**config.mk**
```make
export PLATFORM = sky130hd
export DESIGN_NAME = ovf_flag_reg
export DESIGN_NICKNAME = d
export VERILOG_FILES = /design/src/rtl/ovf_flag_reg.sv
export SDC_FILE = /design/constraint.sdc
export NUM_CORES = 1
export LEC_CHECK = 0
export BUFFER_PORTS_ARGS = -buffer_cell sky130_fd_sc_hd__buf_2
export CORE_UTILIZATION = 29
export CTS_CLUSTER_DIAMETER = 80
export CTS_CLUSTER_SIZE = 14
export DETAILED_ROUTE_END_ITERATION = 12
export GPL_TIMING_DRIVEN = 0
export PLACE_DENSITY_LB_ADDON = 0.2
export SLEW_MARGIN = 20
export SYNTH_ARGS = -nofsm -noshare
export SYNTH_HDL_FRONTEND = slang
export SYNTH_SLANG_ARGS = --single-unit
```
**constraint.sdc**
```tcl
create_clock -name clk -period 1.5 [get_ports clk]
set_clock_uncertainty 0.15 [all_clocks]
set_input_delay 0.225 -clock clk [delete_from_list [all_inputs] [get_ports clk]]
set_output_delay 0.225 -clock clk [all_outputs]
set_load 0.01 [all_outputs]
```
**src/rtl/ovf_flag_reg.sv**
```systemverilog
module ovf_flag_reg #(
  parameter int DATA_W  = 32,
  parameter int NUM_EVT = 4,
  parameter int CYC_BIT = 31
) (
  input  logic              clk,
  input  logic              rst,
  input  logic [NUM_EVT-1:0] ovf_evt_i,
  input  logic              ovf_cyc_i,
  input  logic              acc_req_i,
  input  logic              acc_wr_i,
  input  logic              acc_priv_i,
  input  logic              acc_secure_i,
  input  logic [DATA_W-1:0] acc_wdata_i,
  input  logic              user_en_i,
  output logic [DATA_W-1:0] acc_rdata_o,
  output logic              undef_fault_o
);

  localparam logic [DATA_W-1:0] EVT_MASK  = DATA_W'((64'd1 << NUM_EVT) - 64'd1);
  localparam logic [DATA_W-1:0] FLAG_MASK = EVT_MASK | (DATA_W'(1) << CYC_BIT);

  logic [DATA_W-1:0] flags_q, set_img, clr_img;
  logic              allowed, rd_ok, wr_ok;
  logic              unused_secure;

  // Single register shared by both security states.
  assign unused_secure = acc_secure_i;

  assign allowed       = acc_priv_i | user_en_i;
  assign rd_ok         = acc_req_i & ~acc_wr_i & allowed;
  assign wr_ok         = acc_req_i &  acc_wr_i & allowed;
  assign undef_fault_o = acc_req_i & ~allowed;

  assign set_img = DATA_W'(ovf_evt_i) | (DATA_W'(ovf_cyc_i) << CYC_BIT);
  assign clr_img = wr_ok ? (acc_wdata_i & FLAG_MASK) : '0;

  always_ff @(posedge clk) begin
    if (rst) flags_q <= '0;
    else     flags_q <= ((flags_q & ~clr_img) | set_img) & FLAG_MASK;
  end

  assign acc_rdata_o = rd_ok ? flags_q : '0;

  AST_SET_WINS: assert property (@(posedge clk) disable iff (rst)
    (|set_img) |=> ((flags_q & $past(set_img)) == $past(set_img)));

  AST_ONLY_EVENTS_RAISE: assert property (@(posedge clk) disable iff (rst)
    1'b1 |=> ((flags_q & ~$past(flags_q) & ~$past(set_img)) == '0));

  AST_FAULT_KEEPS_FLAGS: assert property (@(posedge clk) disable iff (rst)
    undef_fault_o |=> ((flags_q & $past(flags_q)) == $past(flags_q)));

  AST_FAULT_NO_DATA: assert property (@(posedge clk) disable iff (rst)
    undef_fault_o |-> (acc_rdata_o == '0));

  AST_PRIV_NO_FAULT: assert property (@(posedge clk) disable iff (rst)
    (acc_req_i && acc_priv_i) |-> !undef_fault_o);

  AST_RSVD_ZERO: assert property (@(posedge clk) disable iff (rst)
    (acc_rdata_o & ~FLAG_MASK) == '0);

  AST_W1C: assert property (@(posedge clk) disable iff (rst)
    wr_ok |=> ((flags_q & $past(acc_wdata_i) & ~$past(set_img) & FLAG_MASK) == '0));

endmodule

```
---- Word level (Yosys, flattened, before mapping) ----
Index checks and enable logic that the tools add are counted.
operators by class
  bitwise gates (word level) .............. 12
  mux-type cells .......................... 2
operator list
  kind            number
  $mux 32         2
  $and 32x32->32  1
  $not 32->32     1
  $or 32x32->32   1
  $or 4x32->32    1
  $and 1x1->1     5
  $not 1->1       2
  $or 1x1->1      1
storage, ports and cells
  logic and storage cells ................. 16
  flip-flop bits (word level) ............. 32

---- Logic depth before layout (Yosys ltp) ----
  word-level depth ........................ 6
  gate-level depth with buffers ........... 2
  mapped depth without buffers ............ 2

---- Worst setup path before layout ----
Ideal clock, no wire load.
  path kind ............................... input port to output port
  from .................................... in user_en_i
  to ...................................... out acc_rdata_o[0]
  data arrival time ....................... 0.752 ns
  setup slack ............................. 0.373 ns
  cell stages on the path ................. 2
  path buffers ............................ 0
  required time ........................... 1.125 ns
  path through ............................ o21ai_0 -> nor3b_1
between the ends
  longest elaborated chain between the ends .. 3
RTL lines
  element          RTL line  RTL
  start, declared  15        input logic user_en_i,
  $or 1x1->1       30        assign allowed = acc_priv_i | user_en_i;
  $and 1x1->1      31        assign rd_ok = acc_req_i & ~acc_wr_i & allowed;
  $mux 32          43        assign acc_rdata_o = rd_ok ? flags_q : '0;
  end, declared    16        output logic [DATA_W-1:0] acc_rdata_o,
Every way passes these cells.

---- Final worst setup path ----
  from .................................... reg flags_q[31]
  to ...................................... out acc_rdata_o[31]
between the ends
  longest elaborated chain between the ends .. 1
RTL lines
  element                 RTL line  RTL
  start, declared         23        logic [DATA_W-1:0] flags_q, set_img, clr_img;
  start signal, assigned  40        else flags_q <= ((flags_q & ~clr_img) | set_img) & FLAG_MASK;
  $mux 32                 43
Every way passes these cells.

==> run_results.csv <==
group,metric,value,unit
status,status,"completed",
critical_path,end_kind,"primary output",
logic_synthesis,synth_cells,56,
grt,met1_usage,11.1,%
logic_synthesis,syn_avg_cell_area,8.13,sq um
final_layout,register_area,100,sq um
final_layout,fillCellCount,150,
power,power.leakage,0.440,nW
sta,hold_viol_final,0,
floorplanning,start_util,32.9,%
sta,fmax,772,MHz
power,p_per_area,634,nW/um^2
final_layout,layout.nets,152,
floorplanning,io_pins,77,
grt,grt_pass1_wl,1420,microns
floorplanning,rows,13,
job,drv_cap,0,
grt,grt.total_usage,10.7,%
worst_hold_path,hp-start,"acc_wdata_i[2]",
floorplanning,die_x,41.6,microns
critical_path,rr_worst_depth,2,
sta,timing.final.crit_share,86.3,%
power,irDropWorstVdd,0.204,mV
logic_synthesis,seq_area_frac_synth,22.0,%
clock_tree,cts.sinks,5,
floorplanning,coreArea,1380,sq um
critical_path,worst-r2r-setup-slack,0.66,ns
final_layout,finalCoreUtilization,50.9,%
placement,dp_hpwl,745,microns
routing,drtAntennaViolNets,0,
final_layout,multi_input_area,231,sq um
logic_synthesis,yosys.area.top_type_share,44.5,%
clock_tree,cts.htree.levels,1,
sta,setup_viol,0,
logic_synthesis,ys_async_sr_fraction,0,%
routing,drtIter0Drc,3,
final_layout,design_area,703,sq um
sta,setup_tns,0,ns
sta,period_needed,1.29,ns
logic_synthesis,yosys.cell_types.count,9,
floorplanning,die_area,1730,sq um
grt,grt_overflow,0,
critical_path,r2r-start,"flags_q[0]$_SDFF_PP0_",
clock_tree,hold_buffers,0,
logic_synthesis,yosysWarnings,0,
worst_hold_path,min_path_type,"in -> reg",
grt,grt_max_degree,7,
logic_synthesis,synth_seq_cells,5,
final_layout,largest_register,"flags_q",
final_layout,top_regs,"flags_q: 5 flops",
sta,holdWs,0.0262,ns
clock_tree,cts_tree,"built",
sta,slew_violations,0,
logic_synthesis,synth_most_common_cell,"buf_4",
critical_path,worstSetupPathType,"reg -> out",
worst_hold_path,min_to,"flags_q[2]$_SDFF_PP0_",
placement,port_buffers,21,
critical_path,worst-path-max-fanout,2,
critical_path,worst_setup_path_start_kind,"flop",
worst_hold_path,worstHoldPathCells,2,
grt,top_usage_layer,"met2",
routing,drtPass1Iterations,3,
sta,rsz0062_at_grt,"no",
logic_synthesis,syn_area,455,sq um
logic_synthesis,synth-edff-count,0,
logic_synthesis,synth_common_cells,"buf_4 (27), nor3b_1 (6)",
critical_path,cp.arrival,0.92,ns
routing,via_per_inst,3.48,
clock_tree,insertion_delay,0.24,ns
grt,grt_pass1_vias,387,
final_layout,drive_gt1_share,48.6,%
routing,drc,0,
logic_synthesis,synth.largest_area_cell,"buf_4",
clock_tree,clk_path_buf_depth,2,
final_layout,area_growth,54.4,%
routing,wl,840,microns
placement,gp_congestion,0.662,
logic_synthesis,synthFlopType,"dfxtp_1",
critical_path,required,1.12,ns
logic_synthesis,synth_area_leaders,"buf_4 (45%), dfxtp_1 (22%), nor3b_1 (9.9%), a311oi_1 (9.6%), inv_1 (4.1%)",
floorplanning,die_h,41.6,microns
final_layout,antennaDiodeCount,0,
grt,use_met3,3.91,%
final_layout,largest_reg_flops,5,
grt,grt_util_met2,17.5,%
critical_path,reg2reg_to,"flags_q[0]$_SDFF_PP0_",
clock_tree,cts_root_buf,"clkbuf_4",
clock_tree,cts_made_buffers,3,
routing,wire_per_inst,6.89,microns
grt,antenna_found_initial,0,
routing,dr_total_vias,424,
clock_tree,cts.clk_slew.worst_paths,0.04,ns
placement,place_area,677,sq um
## routing by layer
layer,routed length [microns],vias up
li1,-,235
met1,299,157
met2,401,32
met3,140,0
met4,0,0
met5,0,-
## through the flow
stage,std cells,total power [W],setup slack (ns)
final,122,0.000446,0.205
after global routing,122,0.000480,0.126
after CTS,122,0.000454,0.0438
after detailed placement,118,0.000293,0.0450
after global placement,118,0.000292,0.0305
after floorplan,82,0.000258,0.373
## worst max-delay path by stage
stage | startpoint | end | slack [ns] | cells after the start
floorplan | user_en_i | acc_rdata_o[0] | 0.37 | 2
global placement | user_en_i | acc_rdata_o[2] | 0.03 | 4
detailed placement | user_en_i | acc_rdata_o[31] | 0.05 | 4
CTS | user_en_i | acc_rdata_o[31] | 0.04 | 4
global route | user_en_i | acc_rdata_o[31] | 0.13 | 4
finish | flags_q[31]$_SDFF_PP0_ | acc_rdata_o[31] | 0.21 | 2
## final cells by class
type | count | area share (%)
well taps | 15 | 2.67
repair buffers | 21 | 14.9
clock buffers | 4 | 3.74
multi-input cells | 45 | 32.9
flip-flops and latches | 5 | 14.2
inverters | 5 | 2.67
plain buffers | 27 | 28.8
## cells in the final DEF, fill, tap and decap left out
cell      netlist  final
nor2_1          5      5
inv_1           5      5
buf_2           0     21
o21ai_1         0      1
nor3b_1         6      6
clkbuf_4        0      3
buf_4          27     27
conb_1          1     27
clkbuf_1        0      1
a311oi_1        5      5
o211a_4         1      1
dfxtp_1         5      5
## worst max-delay path, stage by stage (launching register included)
cell and delay (ns):
dfxtp_1 0.32, nor3b_1 0.20, buf_2 0.16
## logic make-up (layout without fill, tap and decap cells)
logic type	after synthesis	after routing	share of synthesized area, %
buf+inv	32	57	48.6
flops	5	5	22.0
other cells	1	27	0.823
compound gates	7	7	14.6
simple gates	11	11	14.0
## timing repair
action                                  CTS  global route
buffers inserted                          0             0
gates resized for setup                   0             1
endpoints found under the setup margin    0             5
## power breakdown
| part | internal (W) | leakage (nW) | switching [W] | total, W |
|---|---|---|---|---|
| clock network | 0.000100 | 0.0150 | 0.0000519 | 0.000152 |
| registers | 0.000144 | 0.0419 | 0.00000439 | 0.000148 |
| logic | 0.0000773 | 0.383 | 0.0000681 | 0.000145 |
(Power assumes the default switching activity.)
